**src/rtl/lf_pkg.sv**
```systemverilog
package lf_pkg;
  localparam int BYTE_W = 8;

  typedef enum logic [2:0] {
    SRC_START_TLP,
    SRC_START_CTL,
    SRC_SEQ_HI,
    SRC_SEQ_LO,
    SRC_BODY,
    SRC_CRC32,
    SRC_CRC16,
    SRC_END
  } byteSrcT;

  // Per-cycle strobes from control to datapath
  typedef struct packed {
    logic    emit;
    byteSrcT src;
    logic [1:0] crcIdx;
    logic    crcInit;
    logic    feed32;
    logic    feed16;
    logic    seqInc;
  } strobeT;
endpackage

```
**src/rtl/lf_crc.sv**
```systemverilog
module lf_crc #(
  parameter int WIDTH = 32,
  parameter logic [WIDTH-1:0] POLY = '1
) (
  input  logic             clk,
  input  logic             rstN,
  input  logic             init,
  input  logic             feed,
  input  logic [7:0]       dataIn,
  output logic [WIDTH-1:0] crcQ
);
  logic [WIDTH-1:0] crcNext;

  // Non-reflected update, byte fed most-significant bit first
  always_comb begin
    crcNext = crcQ;
    for (int b = 7; b >= 0; b--) begin
      if (crcNext[WIDTH-1] ^ dataIn[b]) crcNext = (crcNext << 1) ^ POLY;
      else                              crcNext = crcNext << 1;
    end
  end

  always_ff @(posedge clk or negedge rstN) begin
    if (!rstN)     crcQ <= '1;
    else if (init) crcQ <= '1;
    else if (feed) crcQ <= crcNext;
  end
endmodule

```
**src/rtl/lf_ctrl.sv**
```systemverilog
module lf_ctrl
  import lf_pkg::*;
#(
  parameter int CTL_BODY_BYTES = 4
) (
  input  logic   clk,
  input  logic   rstN,
  input  logic   inValid,
  input  logic   inLast,
  input  logic   inCtrl,
  output logic   inReady,
  output strobeT strobe
);
  localparam int CNT_W = (CTL_BODY_BYTES > 4) ? $clog2(CTL_BODY_BYTES) : 2;
  localparam int LINK_CRC_BYTES = 4;
  localparam int CTL_CRC_BYTES  = 2;

  typedef enum logic [2:0] {ST_IDLE, ST_SEQH, ST_SEQL, ST_BODY, ST_CRC, ST_END} stateT;

  stateT stateQ, stateD;
  logic isCtlQ, isCtlD;
  logic [CNT_W-1:0] cntQ, cntD;
  logic bodyLast, crcLast;

  assign bodyLast = isCtlQ ? (cntQ == CNT_W'(CTL_BODY_BYTES - 1)) : inLast;
  assign crcLast  = isCtlQ ? (cntQ == CNT_W'(CTL_CRC_BYTES - 1))
                           : (cntQ == CNT_W'(LINK_CRC_BYTES - 1));

  always_comb begin
    stateD  = stateQ;
    isCtlD  = isCtlQ;
    cntD    = cntQ;
    inReady = 1'b0;
    strobe  = '0;
    case (stateQ)
      ST_IDLE: begin
        if (inValid) begin
          strobe.emit    = 1'b1;
          strobe.src     = inCtrl ? SRC_START_CTL : SRC_START_TLP;
          strobe.crcInit = 1'b1;
          isCtlD         = inCtrl;
          cntD           = '0;
          stateD         = inCtrl ? ST_BODY : ST_SEQH;
        end
      end
      ST_SEQH: begin
        strobe.emit   = 1'b1;
        strobe.src    = SRC_SEQ_HI;
        strobe.feed32 = 1'b1;
        stateD        = ST_SEQL;
      end
      ST_SEQL: begin
        strobe.emit   = 1'b1;
        strobe.src    = SRC_SEQ_LO;
        strobe.feed32 = 1'b1;
        stateD        = ST_BODY;
      end
      ST_BODY: begin
        inReady = 1'b1;
        if (inValid) begin
          strobe.emit   = 1'b1;
          strobe.src    = SRC_BODY;
          strobe.feed32 = !isCtlQ;
          strobe.feed16 = isCtlQ;
          if (bodyLast) begin
            cntD   = '0;
            stateD = ST_CRC;
          end else begin
            cntD = cntQ + 1'b1;
          end
        end
      end
      ST_CRC: begin
        strobe.emit   = 1'b1;
        strobe.src    = isCtlQ ? SRC_CRC16 : SRC_CRC32;
        strobe.crcIdx = cntQ[1:0];
        if (crcLast) stateD = ST_END;
        else         cntD   = cntQ + 1'b1;
      end
      ST_END: begin
        strobe.emit   = 1'b1;
        strobe.src    = SRC_END;
        strobe.seqInc = !isCtlQ;
        stateD        = ST_IDLE;
      end
      default: stateD = ST_IDLE;
    endcase
  end

  always_ff @(posedge clk or negedge rstN) begin
    if (!rstN) begin
      stateQ <= ST_IDLE;
      isCtlQ <= 1'b0;
      cntQ   <= '0;
    end else begin
      stateQ <= stateD;
      isCtlQ <= isCtlD;
      cntQ   <= cntD;
    end
  end
endmodule

```
**src/rtl/lf_datapath.sv**
```systemverilog
module lf_datapath
  import lf_pkg::*;
#(
  parameter int          SEQ_W         = 12,
  parameter logic [31:0] CRC32_POLY    = 32'h04C11DB7,
  parameter logic [15:0] CRC16_POLY    = 16'h100B,
  parameter logic [7:0]  START_TLP_SYM = 8'hFB,
  parameter logic [7:0]  START_CTL_SYM = 8'h5C,
  parameter logic [7:0]  END_SYM       = 8'hFD
) (
  input  logic              clk,
  input  logic              rstN,
  input  strobeT            strobe,
  input  logic [BYTE_W-1:0] inData,
  output logic              outValid,
  output logic [BYTE_W-1:0] outData,
  output logic              outK
);
  localparam int SEQ_FIELD_W = 2 * BYTE_W;

  logic [SEQ_W-1:0]       seqQ;
  logic [SEQ_FIELD_W-1:0] seqField;
  logic [31:0]            crc32Q, crc32Inv;
  logic [15:0]            crc16Q;
  logic [BYTE_W-1:0]      byteNext;
  logic                   kNext;

  assign seqField = SEQ_FIELD_W'(seqQ);
  assign crc32Inv = ~crc32Q;

  always_comb begin
    kNext    = 1'b0;
    byteNext = inData;
    case (strobe.src)
      SRC_START_TLP: begin byteNext = START_TLP_SYM; kNext = 1'b1; end
      SRC_START_CTL: begin byteNext = START_CTL_SYM; kNext = 1'b1; end
      SRC_END:       begin byteNext = END_SYM;       kNext = 1'b1; end
      SRC_SEQ_HI:    byteNext = seqField[SEQ_FIELD_W-1 -: BYTE_W];
      SRC_SEQ_LO:    byteNext = seqField[BYTE_W-1:0];
      SRC_CRC32: begin
        case (strobe.crcIdx)
          2'd0:    byteNext = crc32Inv[31:24];
          2'd1:    byteNext = crc32Inv[23:16];
          2'd2:    byteNext = crc32Inv[15:8];
          default: byteNext = crc32Inv[7:0];
        endcase
      end
      SRC_CRC16:     byteNext = strobe.crcIdx[0] ? crc16Q[7:0] : crc16Q[15:8];
      default:       byteNext = inData;
    endcase
  end

  lf_crc #(.WIDTH(32), .POLY(CRC32_POLY)) uCrcLink (
    .clk(clk), .rstN(rstN), .init(strobe.crcInit), .feed(strobe.feed32),
    .dataIn(byteNext), .crcQ(crc32Q)
  );

  lf_crc #(.WIDTH(16), .POLY(CRC16_POLY)) uCrcCtl (
    .clk(clk), .rstN(rstN), .init(strobe.crcInit), .feed(strobe.feed16),
    .dataIn(byteNext), .crcQ(crc16Q)
  );

  always_ff @(posedge clk or negedge rstN) begin
    if (!rstN) begin
      seqQ     <= '0;
      outValid <= 1'b0;
      outData  <= '0;
      outK     <= 1'b0;
    end else begin
      outValid <= strobe.emit;
      if (strobe.emit) begin
        outData <= byteNext;
        outK    <= kNext;
      end
      if (strobe.seqInc) seqQ <= seqQ + 1'b1;
    end
  end
endmodule

```
**src/rtl/link_framer.sv**
```systemverilog
module link_framer #(
  parameter int          SEQ_W          = 12,
  parameter int          CTL_BODY_BYTES = 4,
  parameter logic [31:0] CRC32_POLY     = 32'h04C11DB7,
  parameter logic [15:0] CRC16_POLY     = 16'h100B,
  parameter logic [7:0]  START_TLP_SYM  = 8'hFB,
  parameter logic [7:0]  START_CTL_SYM  = 8'h5C,
  parameter logic [7:0]  END_SYM        = 8'hFD
) (
  input  logic       clk,
  input  logic       rstN,
  input  logic       inValid,
  output logic       inReady,
  input  logic [7:0] inData,
  input  logic       inLast,
  input  logic       inCtrl,
  output logic       outValid,
  output logic [7:0] outData,
  output logic       outK
);
  lf_pkg::strobeT strobe;

  lf_ctrl #(.CTL_BODY_BYTES(CTL_BODY_BYTES)) uCtrl (
    .clk(clk), .rstN(rstN), .inValid(inValid), .inLast(inLast),
    .inCtrl(inCtrl), .inReady(inReady), .strobe(strobe)
  );

  lf_datapath #(
    .SEQ_W(SEQ_W), .CRC32_POLY(CRC32_POLY), .CRC16_POLY(CRC16_POLY),
    .START_TLP_SYM(START_TLP_SYM), .START_CTL_SYM(START_CTL_SYM), .END_SYM(END_SYM)
  ) uData (
    .clk(clk), .rstN(rstN), .strobe(strobe), .inData(inData),
    .outValid(outValid), .outData(outData), .outK(outK)
  );
endmodule

```
**config.mk**
```make
export PLATFORM = sky130hd
export DESIGN_NAME = link_framer
export DESIGN_NICKNAME = d
export VERILOG_FILES = /design/src/rtl/lf_pkg.sv /design/src/rtl/lf_crc.sv /design/src/rtl/lf_ctrl.sv /design/src/rtl/lf_datapath.sv /design/src/rtl/link_framer.sv
export SDC_FILE = /design/constraint.sdc
export NUM_CORES = 1
export LEC_CHECK = 0
export ABC_CLOCK_PERIOD_IN_PS = 4740
export BUFFER_PORTS_ARGS = -buffer_cell sky130_fd_sc_hd__buf_2
export CAP_MARGIN = 20
export CORE_MARGIN = 2
export CORE_UTILIZATION = 62
export CTS_CLUSTER_SIZE = 25
export DETAILED_ROUTE_END_ITERATION = 16
export GPL_TIMING_DRIVEN = 0
export PLACE_DENSITY = 0.84
export SETUP_SLACK_MARGIN = 0.4
export SYNTH_ARGS = -nofsm -noshare
export SYNTH_HDL_FRONTEND = slang
export SYNTH_HIERARCHICAL = 1
export SYNTH_SLANG_ARGS = --single-unit
export TNS_END_PERCENT = 20
```
**constraint.sdc**
```tcl
create_clock -name clk -period 4.74 [get_ports clk]
set_input_delay 0.474 -clock clk [delete_from_list [all_inputs] [get_ports clk]]
set_output_delay 0.474 -clock clk [all_outputs]
set_load 0.005 [all_outputs]
```
==> impl_metrics.csv <==
group,metric,value,unit
synthesis,synth_cell_types,64,
route,routed_wl,13.00,mm
job,drv_cap,0,
route,ant_nets,0,
route,route.detailed.drc,0,
synthesis,ys_warn_count,6,
grt,grt_overflow_total,0,
synthesis,ys_seq_area_share,37.20,%
timing,clock_skew,0.009061,ns
synthesis,synth_nets,530,
grt,grt_max_degree,42,
worst_hold_path,worstHoldPathType,"input pin to asynchronous set/reset pin",
layout,mostFrequentLayoutCells,"xnor2_1 (57), dfstp_2 (48), nor2_1 (45)",
clocking,cts_hold_buf,0,
clocking,clk_latency,0.35,ns
timing,finalSetupViolations,0,
clocking,cts.root.buffer_cell,"clkbuf_8",
timing,fin_setup_tns,0,ns
clocking,cts_max_level,3,
timing,max_freq,0.2331,GHz
worst_setup_path,path_class,"register to register",
grt,grt_antenna_before_repair,0,
layout,area_delta_synth_final,9.348,%
grt,grt_pass1_wl,20.41,mm
clocking,clockBufferDepth,2,
synthesis,syn_area,5274,um^2
clocking,cts.sinks,76,
layout,n_antenna_cell,0,
floorplan,die_w,96.23,um
floorplan,core,8217,um^2
clocking,cts_tree,"yes",
synthesis,ys.flop_type,"dfstp_2",
floorplan,die_area,9260,um^2
timing,worst_pin_slew,1.023,ns
layout,final_nets,569,
run_status,status,"completed",
worst_setup_path,cp-end-kind,"register",
worst_setup_path,start_kind,"register",
placed_design,hpwlAfterDp,9.433,mm
synthesis,synth_top_cell_area_share,23.91,%
clocking,cts_buffers,9,
layout,final_common_cell,"xnor2_1",
synthesis,synth_top_cell_by_area,"dfstp_2",
synthesis,synth_edf_count,0,
clocking,clk_pin_slew,0.08,ns
floorplan,row_count,33,
timing,slew_headroom,31.20,%
grt,track_usage,29.39,%
timing,finalCritPeriodShare,90.51,%
layout,final_cell_count_no_fill,663,
synthesis,async_flop_share,100.0,%
timing,fin_crit,4.290,ns
placed_design,placed_cells,644,
grt,grt_pass1_vias,4011,
route,wire_per_inst,19.60,um
worst_setup_path,worstPathRequired,5.01,ns
synthesis,avgSynthCellArea,10.26,um^2
synthesis,synth_area_leaders,"dfstp_2 (24%), dfrtp_1 (13%), xnor2_1 (9.6%)",
route,drt_pass1_iterations,7,
floorplan,start_util,64.18,%
timing,slew_violations,0,
synthesis,ys_seq_elements,76,
placed_design,place_congestion,0.9757,
floorplan,die_y,96.23,um
floorplan,ios,24,
placed_design,port_buffers,23,
worst_setup_path,worstPathArrival,4.56,ns
layout,layout-drive-gt1-share,30.65,%
route,via_per_inst,6.131,
timing,timing.final.hold_violations,0,
timing,rsz0062_at_grt,"true",
route,dr_total_vias,4065,
synthesis,synth_cells,514,
route,drt_iter0_drc,306,
worst_setup_path,worst-path-max-fanout,10,
cell type report:
class / count / area (um^2)
inverter: 10 / 37.54
buffer: 28 / 143.9
multi-input combinational: 400 / 3158
tap: 105 / 131.4
clock buffer: 11 / 141.4
fill: 577 / 2450
clock inverter: 5 / 27.53
sequential: 76 / 1962
timing repair buffer: 28 / 165.2
state kept, by name (all words and copies together), names as in the netlist:
signal,cells
uData/outK,1
uData/outData,8
uData/seqQ,12
uCtrl/isCtlQ,1
uData/outValid,1
uCtrl/cntQ,2
uData/uCrcCtl/crcQ,16
uCtrl/stateQ,3
uData/uCrcLink/crcQ,32
what timing repair did:
| action | in CTS | in global routing |
|---|---|---|
| gates resized for setup | 2 | 5 |
| setup endpoints to repair | 12 | 17 |
| buffers inserted | 2 | 0 |
| pin swaps | 1 | 0 |
worst max-delay path, stage by stage (launching register included):
cell	delay, ns
dfrtp_1	0.43
clkbuf_1	0.37
a21oi_1	0.13
o21ai_1	0.34
clkbuf_1	0.42
nor4b_1	0.36
a31oi_1	0.07
a21oi_1	0.24
nor2_1	0.16
xnor2_1	0.64
xnor2_1	0.33
xor2_1	0.24
xnor2_1	0.17
a211o_1	0.30
per-layer routing:
metal  routed length (um)  GRT usage, %
met5                    0             0
met4                  352         9.524
met3                  730         6.343
met2                 6355         48.84
met1                 5559         38.13
cells by family after synthesis:
kind of cell / count (synthesis) / share of synthesized area [%]
adders and majority gates: 3 / 0.7118
muxes: 27 / 5.646
DFF: 76 / 37.20
AOI/OAI and AO/OA: 113 / 14.73
and+or+nand+nor: 145 / 14.45
buffers and inverters: 38 / 3.416
xor gates and xnor gates: 112 / 23.84
through the flow:
stage	setup WS (ns)	hold WS [ns]	util (%)	area [um^2]
2_1_floorplan	1.101	0.1784	-	5274
3_3_place_gp	0.3770	0.4600	67.18	5520
3_5_place_dp	0.2235	0.4624	67.55	5550
4_1_cts	0.4661	0.08398	69.91	5744
5_1_grt	0.3446	0.09517	70.18	5767
6_report	0.4496	0.08125	70.18	5767
final timing paths:
kind	cells after the start	slack, ns	endpoint	start
hold / removal	1	0.08	uData/outData[0]	rstN
setup / recovery	13	0.45	uData/uCrcLink/crcQ[13]	uCtrl/stateQ[2]
min in group clk	3	0.37	uCtrl/isCtlQ	inCtrl
setup reg to reg	13	0.45	uData/uCrcLink/crcQ[13]	uCtrl/stateQ[2]
hold reg to reg	1	0.49	uData/seqQ[11]	uData/seqQ[11]
max in group asynchronous	2	4.00	uData/uCrcLink/crcQ[29]	rstN
synth_stat cells, types with 3 or more instances:
| cell type | number |
|---|---|
| a31oi_1 | 5 |
| xor2_2 | 3 |
| nor3_1 | 7 |
| mux2_2 | 9 |
| nor2_1 | 45 |
| clkbuf_1 | 17 |
| xnor2_1 | 58 |
| o21ai_1 | 10 |
| a21oi_1 | 39 |
| mux2i_1 | 14 |
| dfstp_2 | 48 |
| nand3_1 | 6 |
| nand2b_1 | 5 |
| xnor2_2 | 14 |
| inv_1 | 8 |
| o21ai_0 | 5 |
| xnor3_1 | 4 |
| dfrtp_1 | 28 |
| nand2_1 | 14 |
| o22ai_1 | 8 |
| buf_2 | 7 |
| a211o_1 | 21 |
| and3_1 | 4 |
| mux2_1 | 3 |
| ha_1 | 3 |
| nor2b_1 | 28 |
| or2_2 | 23 |
| xor2_1 | 28 |
| xnor2_4 | 4 |
Power is not shown: default switching activity piles up to over one toggle a cycle in this logic, so the estimate is an artifact.
